<file path="src/rtl/nif_pkg.sv">
package nif_pkg;
  localparam int WORD_W      = 32;
  localparam int CS_REQ_BIT  = 0;
  localparam int CS_BUSY_BIT = 1;
  localparam int CS_RXV_BIT  = 2;
  localparam int CS_DEST_LSB = 8;

  typedef enum logic [1:0] {
    SEL_NONE = 2'd0,
    SEL_MBOX = 2'd1,
    SEL_CTRL = 2'd2
  } reg_sel_e;
endpackage

</file>
<file path="src/rtl/nif_decode.sv">
module nif_decode #(
  parameter int          ADDR_W = 32,
  parameter logic [31:0] BASE   = 32'h0800_0000
) (
  input  logic              clk,
  input  logic              rst_n,
  input  logic [ADDR_W-1:0] addr,
  input  logic              rd,
  input  logic              wr,
  output logic              wr_mbox,
  output logic              wr_ctrl,
  output logic              rd_mbox,
  output logic              rd_ctrl
);
  import nif_pkg::*;

  localparam logic [ADDR_W-1:0] MBOX_A = ADDR_W'(BASE);
  localparam logic [ADDR_W-1:0] CTRL_A = ADDR_W'(BASE + 32'd4);

  reg_sel_e sel;

  always_comb begin
    if (addr == MBOX_A)      sel = SEL_MBOX;
    else if (addr == CTRL_A) sel = SEL_CTRL;
    else                     sel = SEL_NONE;
  end

  assign wr_mbox = wr && (sel == SEL_MBOX);
  assign wr_ctrl = wr && (sel == SEL_CTRL);
  assign rd_mbox = rd && (sel == SEL_MBOX);
  assign rd_ctrl = rd && (sel == SEL_CTRL);

  // at most one register written per access
  assert_one_target_R2: assert property (@(posedge clk) disable iff (!rst_n)
    $onehot0({wr_mbox, wr_ctrl}));
endmodule

</file>
<file path="src/rtl/nif_tx_path.sv">
module nif_tx_path #(
  parameter int WORD_W = 32,
  parameter int NODE_W = 8
) (
  input  logic              clk,
  input  logic              rst_n,
  input  logic              wr_mbox,
  input  logic              wr_ctrl,
  input  logic [WORD_W-1:0] wr_word,
  input  logic              req_bit,
  input  logic [NODE_W-1:0] dest_in,
  input  logic              out_ready,
  output logic              out_valid,
  output logic [WORD_W-1:0] out_data,
  output logic [NODE_W-1:0] out_dest,
  output logic              busy,
  output logic [NODE_W-1:0] dest_cfg
);
  logic [WORD_W-1:0] mbox_word;
  logic [WORD_W-1:0] snap_word;
  logic [NODE_W-1:0] snap_dest;
  logic              pending;
  logic              send_req;

  assign send_req = wr_ctrl && req_bit;

  always_ff @(posedge clk or negedge rst_n) begin
    if (!rst_n) begin
      mbox_word <= '0;
      dest_cfg  <= '0;
    end else begin
      if (wr_mbox) mbox_word <= wr_word;
      if (wr_ctrl) dest_cfg  <= dest_in;
    end
  end

  always_ff @(posedge clk or negedge rst_n) begin
    if (!rst_n) begin
      pending   <= 1'b0;
      snap_word <= '0;
      snap_dest <= '0;
    end else if (pending) begin
      if (out_ready) pending <= 1'b0;
    end else if (send_req) begin
      pending   <= 1'b1;
      snap_word <= mbox_word;
      snap_dest <= dest_in;
    end
  end

  assign out_valid = pending;
  assign out_data  = snap_word;
  assign out_dest  = snap_dest;
  assign busy      = pending;

  // offer held steady under back-pressure
  assert_hold_offer_R6: assert property (@(posedge clk) disable iff (!rst_n)
    out_valid && !out_ready |=> out_valid && $stable(out_data) && $stable(out_dest));
  // busy drops once the router takes the word
  assert_busy_clear_R4: assert property (@(posedge clk) disable iff (!rst_n)
    out_valid && out_ready |=> !busy);
  // a request while busy leaves the offer untouched
  assert_ignore_busy_req_R5: assert property (@(posedge clk) disable iff (!rst_n)
    busy && send_req |=> $stable(out_data) && $stable(out_dest));
endmodule

</file>
<file path="src/rtl/nif_rx_path.sv">
module nif_rx_path #(
  parameter int WORD_W = 32
) (
  input  logic              clk,
  input  logic              rst_n,
  input  logic              in_valid,
  input  logic [WORD_W-1:0] in_data,
  input  logic              rd_mbox,
  output logic              in_ready,
  output logic              full,
  output logic [WORD_W-1:0] word
);
  logic take;

  assign in_ready = !full;
  assign take     = in_valid && in_ready;

  always_ff @(posedge clk or negedge rst_n) begin
    if (!rst_n) begin
      full <= 1'b0;
      word <= '0;
    end else if (take) begin
      full <= 1'b1;
      word <= in_data;
    end else if (rd_mbox && full) begin
      full <= 1'b0;
    end
  end

  // an accepted word is captured and flagged
  assert_capture_R7: assert property (@(posedge clk) disable iff (!rst_n)
    take |=> full && (word == $past(in_data)));
  // unread word is never replaced
  assert_no_drop_R9: assert property (@(posedge clk) disable iff (!rst_n)
    full && !rd_mbox |=> full && $stable(word));
  // a read of a full mailbox frees it
  assert_read_frees_R8: assert property (@(posedge clk) disable iff (!rst_n)
    full && rd_mbox |=> in_ready);
endmodule

</file>
<file path="src/rtl/mmio_net_port.sv">
module mmio_net_port #(
  parameter int          NODE_W = 8,
  parameter logic [31:0] BASE   = 32'h0800_0000
) (
  input  logic        clk,
  input  logic        rst_n,
  input  logic [31:0] bus_addr,
  input  logic        bus_rd,
  input  logic        bus_wr,
  input  logic [31:0] bus_wdata,
  output logic [31:0] bus_rdata,
  output logic        net_out_valid,
  input  logic        net_out_ready,
  output logic [31:0] net_out_data,
  output logic [NODE_W-1:0] net_out_dest,
  input  logic        net_in_valid,
  output logic        net_in_ready,
  input  logic [31:0] net_in_data
);
  import nif_pkg::*;

  logic wr_mbox, wr_ctrl, rd_mbox, rd_ctrl;
  logic tx_busy, rx_full;
  logic [NODE_W-1:0] dest_cfg;
  logic [WORD_W-1:0] rx_word;
  logic [WORD_W-1:0] status;

  nif_decode #(.ADDR_W(32), .BASE(BASE)) u_dec (
    .clk(clk), .rst_n(rst_n), .addr(bus_addr), .rd(bus_rd), .wr(bus_wr),
    .wr_mbox(wr_mbox), .wr_ctrl(wr_ctrl), .rd_mbox(rd_mbox), .rd_ctrl(rd_ctrl)
  );

  nif_tx_path #(.WORD_W(WORD_W), .NODE_W(NODE_W)) u_tx (
    .clk(clk), .rst_n(rst_n), .wr_mbox(wr_mbox), .wr_ctrl(wr_ctrl),
    .wr_word(bus_wdata), .req_bit(bus_wdata[CS_REQ_BIT]),
    .dest_in(bus_wdata[CS_DEST_LSB +: NODE_W]), .out_ready(net_out_ready),
    .out_valid(net_out_valid), .out_data(net_out_data), .out_dest(net_out_dest),
    .busy(tx_busy), .dest_cfg(dest_cfg)
  );

  nif_rx_path #(.WORD_W(WORD_W)) u_rx (
    .clk(clk), .rst_n(rst_n), .in_valid(net_in_valid), .in_data(net_in_data),
    .rd_mbox(rd_mbox), .in_ready(net_in_ready), .full(rx_full), .word(rx_word)
  );

  always_comb begin
    status = '0;
    status[CS_BUSY_BIT] = tx_busy;
    status[CS_RXV_BIT]  = rx_full;
    status[CS_DEST_LSB +: NODE_W] = dest_cfg;
  end

  always_comb begin
    if (rd_mbox)      bus_rdata = rx_word;
    else if (rd_ctrl) bus_rdata = status;
    else              bus_rdata = '0;
  end

  // unmapped reads return zero
  assert_unmapped_zero_R2: assert property (@(posedge clk) disable iff (!rst_n)
    bus_rd && !rd_mbox && !rd_ctrl |-> bus_rdata == '0);
endmodule

</file>
<file path="config.mk">
export PLATFORM = sky130hd
export DESIGN_NAME = mmio_net_port
export DESIGN_NICKNAME = d
export VERILOG_FILES = /design/src/rtl/nif_pkg.sv /design/src/rtl/nif_decode.sv /design/src/rtl/nif_tx_path.sv /design/src/rtl/nif_rx_path.sv /design/src/rtl/mmio_net_port.sv
export SDC_FILE = /design/constraint.sdc
export NUM_CORES = 1
export LEC_CHECK = 0
export BUFFER_PORTS_ARGS = -buffer_cell sky130_fd_sc_hd__buf_2
export CELL_PAD_IN_SITES_DETAIL_PLACEMENT = 1
export CELL_PAD_IN_SITES_GLOBAL_PLACEMENT = 1
export CORE_MARGIN = 2
export CORE_UTILIZATION = 30
export CTS_CLUSTER_SIZE = 8
export DETAILED_ROUTE_END_ITERATION = 16
export PLACE_DENSITY = 0.68
export SLEW_MARGIN = 30
export SYNTH_ARGS = -nofsm -noshare
export SYNTH_HDL_FRONTEND = slang
export SYNTH_SLANG_ARGS = --single-unit
</file>
<file path="constraint.sdc">
create_clock -name clk -period 1.8 [get_ports clk]
set_input_delay 0.18 -clock clk [delete_from_list [all_inputs] [get_ports clk]]
set_output_delay 0.18 -clock clk [all_outputs]
set_load 0.02 [all_outputs]
</file>
Word level (Yosys, flattened, before mapping)
Cells that the tools add are included. Widths: inputs -> output; s select.

Flip-flop bits (word level): 114. Input port bits: 102. Logic and storage cells: 31.

Mux-type cells: 9. Reductions and logical operators: 10. Bitwise gates (word level): 1. Eq/ne operators: 4.

Operators by type and width (number): $eq 32x28->1 const B (2); $mux 32 (1); $mux 16 (1); $logic_and 1x1->1 (7); $mux 1 (5); $mux 2 (2); $eq 2x1->1 const B (1); $eq 2x2->1 const B (1); $reduce_and 2->1 (1); $reduce_bool 2->1 (1); $logic_not 1->1 (1); $not 1->1 (1).

Longest topological paths before layout
Gate-level depths: netlist of the first run.

Depth after elaboration: 8. Mapped depth: 5.

Modules after synthesis
From an unflattened synthesis of the first run, not the netlist that was laid out.

Cell total of the unflattened synthesis: 302. Area, all modules: 4922.2 µm².

Modules (own cells, without submodules): nif_tx_path (cells each 174, times used 1, area each 3181.8 µm²); nif_rx_path (cells each 72, times used 1, area each 1357.6 µm²); mmio_net_port (cells each 39, times used 1, area each 261.5 µm²); nif_decode (cells each 17, times used 1, area each 121.4 µm²).

Least setup slack after synthesis of the first run
Ideal clock, no wire load.

Kind: in2reg. From: in bus_addr[5]. To: reg u_tx.snap_dest[1], in the netlist u_tx.out_dest[1]. Slack: -0.380 ns. Stages on the path: 5. Data arrival time: 2.055 ns. Path through: or4_4 -> or4_4 -> nor4_4 -> buf_6 -> mux2_2.

Word-level cells in the longest chain between the ends: 7. Elaborated cells between the ends (all ways): 8.

Ends and longest elaborated chain: start, declared (line mmio_net_port.sv:7) `input logic [31:0] bus_addr,`; $eq 32x28->1 (line nif_decode.sv:24) `else if (addr == CTRL_A) sel = SEL_CTRL;`; $mux 2 (line nif_decode.sv:24); $mux 2 (*) (line nif_decode.sv:23) `if (addr == MBOX_A) sel = SEL_MBOX;`; $eq 2x2->1 (*) (line nif_decode.sv:29) `assign wr_ctrl = wr && (sel == SEL_CTRL);`; $logic_and 1x1->1 (*) (line nif_decode.sv:29); $logic_and 1x1->1 (*) (line nif_tx_path.sv:25) `assign send_req = wr_ctrl && req_bit;`; $reduce_and 2->1 (no line) (*); end signal, assigned (line nif_tx_path.sv:47) `snap_dest <= dest_in;`; end, declared (line nif_tx_path.sv:21) `logic [NODE_W-1:0] snap_dest;`.

Every way passes the cells marked *; elsewhere a longest branch is shown, timed or not. A chain may end at the register's enable or synchronous reset.

Worst setup path in the final report of the first run
From: in bus_addr[13]. To: reg u_tx.snap_word[4], in the netlist u_tx.out_data[4].

Word-level cells in the longest chain between the ends: 7. Elaborated cells between the ends (all ways): 8.

Ends and longest elaborated chain: $eq 32x28->1 (line nif_decode.sv:24); $mux 2 (line nif_decode.sv:24); $mux 2 (*) (line nif_decode.sv:23); $eq 2x2->1 (*) (line nif_decode.sv:29); $logic_and 1x1->1 (*) (line nif_decode.sv:29); $logic_and 1x1->1 (*) (line nif_tx_path.sv:25); $reduce_and 2->1 (no line) (*); end signal, assigned (line nif_tx_path.sv:46) `snap_word <= mbox_word;`; end, declared (line nif_tx_path.sv:20) `logic [WORD_W-1:0] snap_word;`.

Marked as above.

==> results of run 1 <==
through the flow:
step	utilization, %	setup slack (ns)
after CTS	50.9	-0.336
after floorplan	-	-0.380
after global placement	39.4	-0.536
after global routing	51.8	-0.401
after detailed placement	39.4	-0.563
final	51.8	-0.358
critical path: stages:
cell    delay [ns]
buf_6         0.09
or4_4         0.53
buf_4         0.15
buf_6         0.10
or4_4         0.42
nor4_4        0.15
buf_6         0.24
buf_12        0.13
buf_16        0.12
mux2_4        0.30
metal layers:
layer / vias to the layer above / track usage (%) / routed length (um)
li1: 1689 / - / -
met1: 1868 / 20.4 / 5920
met2: 138 / 35.2 / 8230
met3: 16 / 7.06 / 1070
met4: 0 / 6.01 / 189
met5: - / 0 / 0
cells by family after synthesis:
family	count (synthesis)	synth area share [%]
AND/OR/NAND/NOR	59	8.52
multiplexers	112	26.9
AO/OA/AOI/OAI	12	1.89
flip-flops	114	60.7
buffers and inverters	17	2.00
layout make-up:
cell class / count / area, um2
clock inverter: 10 / 108
multi-input combinational: 183 / 2020
tap: 211 / 264
clock buffer: 22 / 474
fill: 1515 / 7350
sequential: 114 / 2850
inverter: 3 / 11.3
timing repair buffer: 266 / 2180
flip-flops by register name (all words and copies together), names as in the netlist:
name and cells:
u_tx.busy 1, u_tx.mbox_word 32, u_rx.full 1, u_tx.out_data 32, u_tx.dest_cfg 8, u_rx.word 32
u_tx.out_dest 8
worst paths after layout:
| path | start | endpoint | slack [ns] | cells after the start |
|---|---|---|---|---|
| setup / recovery | bus_addr[13] | u_tx.out_data[4]$_DFFE_PN0P_ | -0.36 | 10 |
| hold / removal | bus_wdata[26] | u_tx.mbox_word[26]$_DFFE_PN0P_ | 0.02 | 2 |
| setup reg to reg | u_tx.busy$_DFF_PN0_ | u_tx.out_data[4]$_DFFE_PN0P_ | -0.02 | 7 |
| hold reg to reg | u_tx.mbox_word[11]$_DFFE_PN0P_ | u_tx.out_data[11]$_DFFE_PN0P_ | 0.50 | 1 |
| max in group asynchronous | rst_n | u_tx.mbox_word[19]$_DFFE_PN0P_ | 0.84 | 3 |
| min in group asynchronous | rst_n | u_rx.word[31]$_DFFE_PN0P_ | 0.31 | 2 |
cell usage after synthesis:
library cell    n
a22oi_1        10
and2_1         22
and4_1          2
buf_6           4
clkbuf_1       10
dfrtp_1       114
inv_1           3
mux2_1          8
mux2_2        104
nand2_1         1
nand3_1         1
nand4_1         3
nor2_1         10
nor2b_1         1
nor3_1          1
nor4_1          7
nor4_2          2
nor4_4          1
nor4b_1         2
o21bai_1        1
o22ai_1         1
or4_1           1
or4_4           3
or4b_2          2
power by group:
part	leakage (nW)	switching, mW	internal, mW
logic	2.15	0.141	0.203
clock network	0.282	1.15	2.13
registers	1.55	0.0217	2.60
total	3.99	1.31	4.94
what timing repair did:
action | in CTS | in global routing
endpoints found under the hold margin | 83 | 0
buffers inserted | 10 | 6
pin swaps | 11 | 18
setup endpoints to repair | 104 | 104
hold buffers | 47 | 0
gates resized for setup | 124 | 34
cloned | 9 | 4
==> results.ini, run 1 <==
[sta]
min_period_ns = 2.16
hold_violations = 0
grt_setup_unrepaired = yes
max_freq_mhz = 463
hold_slack_ns = 0.0176
finalClockSkew_ns = 0.00729
timing.final.ws_setup_ns = -0.358
setup_viol = 104
slew_viol_final = 0
worst_pin_slew_ns = 0.532
slew_headroom_pct = 64.5
post-route-period-util_pct = 120
finalSetupTns_ns = -23.78

[critical_path]
critPathKind = in -> reg
endpoint_kind = register
critical_path.max_fanout = 8
worstPathArrival_ns = 2.45
start_kind = input port
crit_required_ns = 2.09

[logic_synthesis]
syn_avg_cell_area_um2 = 15.0
yosysUniqueCellTypes = 24
syn_area_mm2 = 0.00470
synth_cells = 314
ys_top_cells_by_area = dfrtp_1, mux2_2, and2_1, mux2_1, a22oi_1
synth_nets = 416
synthDominantAreaCellType = dfrtp_1
yosysSeqAreaShare_pct = 60.7
yosysWarnings = 0
synth_top_area_share_pct = 60.7
ys_ff_latch = 114

[die]
row_count = 45
fp.dieArea_mm2 = 0.0167
core_mm2 = 0.0153
start_util_pct = 30.8
dieHeight_um = 129
dieWidth_um = 129
io_pins = 176

[finish]
diodes = 0
final_nets = 687
layout-drive-gt1-share_pct = 69.1
final_cell_mix = buf_2, dfrtp_1, mux2_2
synthToLayoutAreaGrowth_pct = 68.3
layout_commonest_cell = buf_2
final_cell_area_mm2 = 0.00791
layout.cells.non_filler = 809

[placed_design]
place_area_mm2 = 0.00601
dp_cells = 708
gp_congestion = 0.731
port_buffers = 175
hpwl_um = 8960

[power]
power.leakage_nw = 3.99
p_per_area_mw_per_mm2 = 790
power_mw = 6.24
ir_worst_vdd_mv = 0.936

[clock_network]
cts_buffers = 17
cts_tree = built
path_clk_slew_ns = 0.05
clockRootBuffer = clkbuf_16
insertion_delay_ns = 0.41
clock-sinks = 114
cts_max_level = 4
clockBufferDepth = 2

[routing]
drt_pass1_iterations = 4
via_count = 3711
drt_iter0_markers = 116
wl_per_cell_um = 19.0
ant_nets = 0
drt-total-wl_um = 15400
route.detailed.drc = 0
viasPerCell = 4.59

[grt]
grt_pass1_wl_um = 24000
grt_max_degree = 48
globalRouteOverflowTotal = 0
antenna_found_initial = 0
grt_util_all_layers_pct = 19.2
grt_pass1_vias = 4406

[run_status]
violations = negative setup slack
status = complete, but fails checks

[worst_hold_path]
worst_hold_path_type = in -> reg

[flow_run]
drv_cap = 0

No activity file was read; power rests on OpenSTA's default activity.
==> run 2: changes to the inputs <==
--- a/config.mk
+++ b/config.mk
@@ -9,10 +9,11 @@
 export CELL_PAD_IN_SITES_DETAIL_PLACEMENT = 1
 export CELL_PAD_IN_SITES_GLOBAL_PLACEMENT = 1
 export CORE_MARGIN = 2
-export CORE_UTILIZATION = 30
+export CORE_UTILIZATION = 35
+export CTS_CLUSTER_DIAMETER = 50
 export CTS_CLUSTER_SIZE = 8
 export DETAILED_ROUTE_END_ITERATION = 16
-export PLACE_DENSITY = 0.68
+export PLACE_DENSITY = 0.77
 export SLEW_MARGIN = 30
 export SYNTH_ARGS = -nofsm -noshare
 export SYNTH_HDL_FRONTEND = slang
==> run 2 against run 1 <==
Effect of this change:
- the flow still finishes with violations (negative setup slack)
- power increased by 6.1%
- cell count decreased by 4.3%
- non-clock buffer count stayed put
- largest cell class unchanged
- largest power group unchanged
==> results.ini, run 2 (synthesis results as in run 1) <==
[run_status]
status = complete, but fails checks
violations = negative setup slack

[die]
dieHeight_um = 120
io_pins = 176
start_util_pct = 35.6
core_mm2 = 0.0132
row_count = 42
fp.dieArea_mm2 = 0.0144
dieWidth_um = 120

[flow_run]
drv_cap = 0

[routing]
drt_iter0_markers = 91
via_count = 3711
viasPerCell = 4.79
drt_pass1_iterations = 4
wl_per_cell_um = 20.8
drt-total-wl_um = 16100
ant_nets = 0
route.detailed.drc = 0

[sta]
finalClockSkew_ns = 0.00816
slew_headroom_pct = 66.1
grt_setup_unrepaired = yes
min_period_ns = 2.16
max_freq_mhz = 464
timing.final.ws_setup_ns = -0.356
post-route-period-util_pct = 120
slew_viol_final = 0
hold_violations = 0
worst_pin_slew_ns = 0.501
setup_viol = 112
finalSetupTns_ns = -18.47

[clock_network]
cts_buffers = 17
cts_max_level = 4
clockBufferDepth = 2
path_clk_slew_ns = 0.05
insertion_delay_ns = 0.42
clockRootBuffer = clkbuf_16
cts_tree = built
clock-sinks = 114

[finish]
final_cell_area_mm2 = 0.00794
layout-drive-gt1-share_pct = 68.4
final_nets = 687
seqCellArea_mm2 = 0.00285
diodes = 0
multiInputGateArea_mm2 = 0.00205
layout_commonest_cell = buf_2
synthToLayoutAreaGrowth_pct = 69.0
layout.cells.non_filler = 774
final.fill_count = 1275
final_cell_mix = buf_2, dfrtp_1, mux2_2

[placed_design]
port_buffers = 175
dp_cells = 670
place_area_mm2 = 0.00597
gp_congestion = 0.781
hpwl_um = 8330

[critical_path]
critical_path.max_fanout = 5
worstPathArrival_ns = 1.98
endpoint_kind = output pin
crit_required_ns = 1.62
start_kind = input port
critPathKind = in -> out

[grt]
grt_max_degree = 73
grt_pass1_wl_um = 24800
antenna_found_initial = 0
grt_pass1_vias = 4324
grt_util_all_layers_pct = 23.0
globalRouteOverflowTotal = 0

[power]
ir_worst_vdd_mv = 0.716
p_per_area_mw_per_mm2 = 835
power.leakage_nw = 4.00

[worst_hold_path]
worst_hold_path_type = in -> reg

[run 2: cell count changes in the layout (fill, tap and decap cells not counted), sizes merged]
cell / previous run / this run
dlygate4sd3: 47 / 51
buf: 216 / 213
clkinvlp: 3 / 1
bufinv: 2 / 5
clkinv: 5 / 4
clkbuf: 25 / 24
[run 2: power by group]
group / total (mW) / internal, mW / leakage (nW) / switching [mW]
Clock: 3.64 / 2.48 / 0.308 / 1.16
Combinational: 0.357 / 0.207 / 2.14 / 0.149
Sequential: 2.63 / 2.60 / 1.55 / 0.0222
[run 2: cell type report]
cell class              count  area share (%)
clock buffers              22            5.72
inverters                   3           0.142
multi-input cells         183            25.8
clock inverters            10            2.29
flip-flops and latches    114            35.9
well taps                 176            2.77
repair buffers            266            27.3
[run 2: final timing paths]
check                                                     to  depth (start not counted)  slack (ns)                     start
worst max register to register  u_tx.out_data[3]$_DFFE_PN0P_                          8       -0.02       u_tx.busy$_DFF_PN0_
worst min-delay path                u_rx.word[7]$_DFFE_PN0P_                          2       0.009            net_in_data[7]
min in group asynchronous          u_rx.word[16]$_DFFE_PN0P_                          2        0.10                     rst_n
worst max-delay path                            bus_rdata[9]                          9       -0.36               bus_addr[5]
worst min register to register      u_rx.word[0]$_DFFE_PN0P_                          1        0.50  u_rx.word[0]$_DFFE_PN0P_
max in group asynchronous       u_tx.out_data[9]$_DFFE_PN0P_                          3        1.01                     rst_n
[run 2: per-layer routing]
layer	up-vias	GRT usage, %	routed length, um
met5	-	0	0
met4	0	7.28	261
met3	24	7.65	960
met2	134	42.0	8680
met1	1872	25.1	6220
li1	1681	-	-
[run 2: critical path, stage by stage]
cell	delay, ns
buf_6	0.09
or4_4	0.53
buf_6	0.14
buf_6	0.11
nor4_4	0.38
buf_6	0.19
a22oi_2	0.07
nor2_2	0.13
buf_6	0.14
[run 2: what timing repair did]
| item | in CTS | in global routing |
|---|---|---|
| hold buffers | 49 | 2 |
| gates resized for setup | 129 | 25 |
| pin swaps | 7 | 14 |
| endpoints found under the setup margin | 72 | 112 |
| hold endpoints to repair | 162 | 2 |
| buffers inserted | 13 | 3 |
| cloned | 9 | 2 |
[run 2: stage by stage]
| stage | setup WS, ns | utilization, % | total power [mW] | hold slack, ns |
|---|---|---|---|---|
| final | -0.356 | 60.2 | 6.63 | 0.00937 |
| after global placement | -0.528 | 45.3 | 2.90 | -0.0207 |
| after CTS | -0.312 | 59.6 | 6.65 | 0.000607 |
| after global routing | -0.405 | 60.2 | 6.87 | -0.000213 |
| after detailed placement | -0.551 | 45.3 | 2.91 | -0.0199 |
| after floorplan | -0.380 | - | 2.70 | -0.116 |
==> run 3: changes to the inputs <==
--- a/config.mk
+++ b/config.mk
@@ -10,10 +10,13 @@
 export CELL_PAD_IN_SITES_GLOBAL_PLACEMENT = 1
 export CORE_MARGIN = 2
 export CORE_UTILIZATION = 35
+export CTS_BUF_LIST = sky130_fd_sc_hd__clkbuf_16
 export CTS_CLUSTER_DIAMETER = 50
 export CTS_CLUSTER_SIZE = 8
 export DETAILED_ROUTE_END_ITERATION = 16
+export GPL_TIMING_DRIVEN = 0
 export PLACE_DENSITY = 0.77
+export SKIP_CTS_REPAIR_TIMING = 1
 export SLEW_MARGIN = 30
 export SYNTH_ARGS = -nofsm -noshare
 export SYNTH_HDL_FRONTEND = slang
==> run 3 against run 2 <==
Effect of this change:
- the flow still finishes with violations (negative setup slack)
- die area is the same
- wire length shrank 19%
- maximum frequency grew 3.3%
- setup slack gained 0.068 ns
- critical path depth shrank 2
- non-clock buffer count shrank 51
==> results.ini, run 3 (synthesis results as in run 1) <==
[run_status]
status = complete, but fails checks
violations = negative setup slack

[critical_path]
crit_path_end = bus_rdata[7]
critical_path.max_fanout = 7
worstPathArrival_ns = 1.91
crit_required_ns = 1.62
endpoint_kind = output pin
start_kind = input port
r2r_slack_ns = 0.06
setup.worst_path.start = bus_addr[10]
rr_endpoint = u_tx.out_data[4]$_DFFE_PN0P_
rr_worst_depth = 6
critPathKind = in -> out
reg2reg_from = u_tx.busy$_DFF_PN0_

[finish]
final_cell_area_mm2 = 0.00718
final.fill_count = 1325
seqCellArea_mm2 = 0.00285
synthToLayoutAreaGrowth_pct = 52.9
layout_commonest_cell = buf_2
final_nets = 636
diodes = 0
final_cell_mix = buf_2, dfrtp_1, mux2_2
layout-drive-gt1-share_pct = 70.9
multiInputGateArea_mm2 = 0.00200

[sta]
worst_pin_slew_ns = 0.550
hold_slack_ns = 0.00362
max_freq_mhz = 479
slew_viol_final = 0
timing.final.ws_setup_ns = -0.288
min_period_ns = 2.09
setup_viol = 72
hold_violations = 0
post-route-period-util_pct = 116
slew_headroom_pct = 62.8
grt_setup_unrepaired = yes
finalSetupTns_ns = -18.30
finalClockSkew_ns = 0.00534

[clock_network]
cts_buffers = 17
path_clk_slew_ns = 0.06
clockRootBuffer = clkbuf_16
clock-sinks = 114
cts_max_level = 4
clockBufferDepth = 2
insertion_delay_ns = 0.41
cts_tree = built

[placed_design]
gp_congestion = 0.835
place_area_mm2 = 0.00592
hpwl_um = 8750
pre_cts_slack_ns = -0.733
port_buffers = 175

[grt]
grt_pass1_vias = 3723
busiest_layer = met2
antenna_found_initial = 0
grt_max_degree = 68
globalRouteOverflowTotal = 0
grt_util_all_layers_pct = 17.1
met2_usage_pct = 29.0
met1_usage_pct = 19.8
grt_pass1_wl_um = 19100
grt_use_met3_pct = 6.51

[routing]
drt_iter0_markers = 68
ant_nets = 0
route.detailed.drc = 0
drt-total-wl_um = 13100
drt_pass1_iterations = 4
viasPerCell = 4.79
via_count = 3462
wl_per_cell_um = 18.1

[die]
fp.dieArea_mm2 = 0.0144
core_mm2 = 0.0132
row_count = 42
dieWidth_um = 120
dieHeight_um = 120
io_pins = 176
start_util_pct = 35.6

[power]
power.leakage_nw = 3.70
p_per_area_mw_per_mm2 = 863
ir_worst_vdd_mv = 0.557

[flow_run]
drv_cap = 0

[worst_hold_path]
worst_hold_path_type = in -> reg

==> run 3: changes by cell type in the layout (fill, tap and decap cells not counted), moves of 12 or more <==
cell,change
dlygate4sd3_1,-43
and2_2,-15
buf_6,-16
and2_4,+13
buf_2,+12
==> run 3: stage by stage <==
| step | cells | total power [mW] | utilization (%) |
|---|---|---|---|
| after floorplan | 314 | 2.70 | - |
| after global placement | 665 | 2.88 | 44.5 |
| after detailed placement | 666 | 2.90 | 44.9 |
| after CTS | 698 | 6.25 | 49.4 |
| after global routing | 723 | 6.42 | 54.5 |
| final | 723 | 6.20 | 54.5 |
==> run 3: final cells by class <==
| cell class | count | area share [%] |
|---|---|---|
| sequential | 114 | 39.7 |
| inverter | 3 | 0.157 |
| timing repair buffer | 201 | 18.6 |
| tap | 176 | 3.07 |
| clock inverter | 15 | 2.33 |
| buffer | 14 | 2.35 |
| multi-input combinational | 183 | 27.8 |
| clock buffer | 17 | 5.92 |
==> run 3: metal layers <==
metal,vias up,part of all wire (%)
met4,0,1.7
met5,-,0
met2,129,51
li1,1578,-
met3,21,6.5
met1,1734,40
==> run 3: how the worst min path moves through the flow <==
| stage | start | end | slack [ns] | cells past startpoint |
|---|---|---|---|---|
| floorplan | rst_n | u_rx.full$_DFFE_PN0P_ | -0.12 | 0 |
| global placement | net_out_ready | u_tx.busy$_DFF_PN0_ | 0.37 | 2 |
| detailed placement | rst_n | u_rx.word[16]$_DFFE_PN0P_ | 0.11 | 1 |
| CTS | rst_n | u_rx.word[16]$_DFFE_PN0P_ | -0.33 | 1 |
| global route | net_in_data[8] | u_rx.word[8]$_DFFE_PN0P_ | -0.001 | 2 |
| finish | bus_wdata[27] | u_tx.mbox_word[27]$_DFFE_PN0P_ | 0.004 | 2 |
==> run 3: worst max-delay path, cell delays in order <==
cell and delay (ns):
buf_6 0.09, or4_4 0.57, nor4_4 0.31, and4_4 0.36, buf_6 0.14, and2_4 0.14, buf_6 0.11
==> run 3: power breakdown <==
group	internal, mW	leakage (nW)	switching [mW]	total, mW
Clock	2.16	0.276	1.17	3.32
Sequential	2.60	1.55	0.0196	2.62
Combinational	0.134	1.87	0.119	0.253
Total	4.89	3.70	1.31	6.20
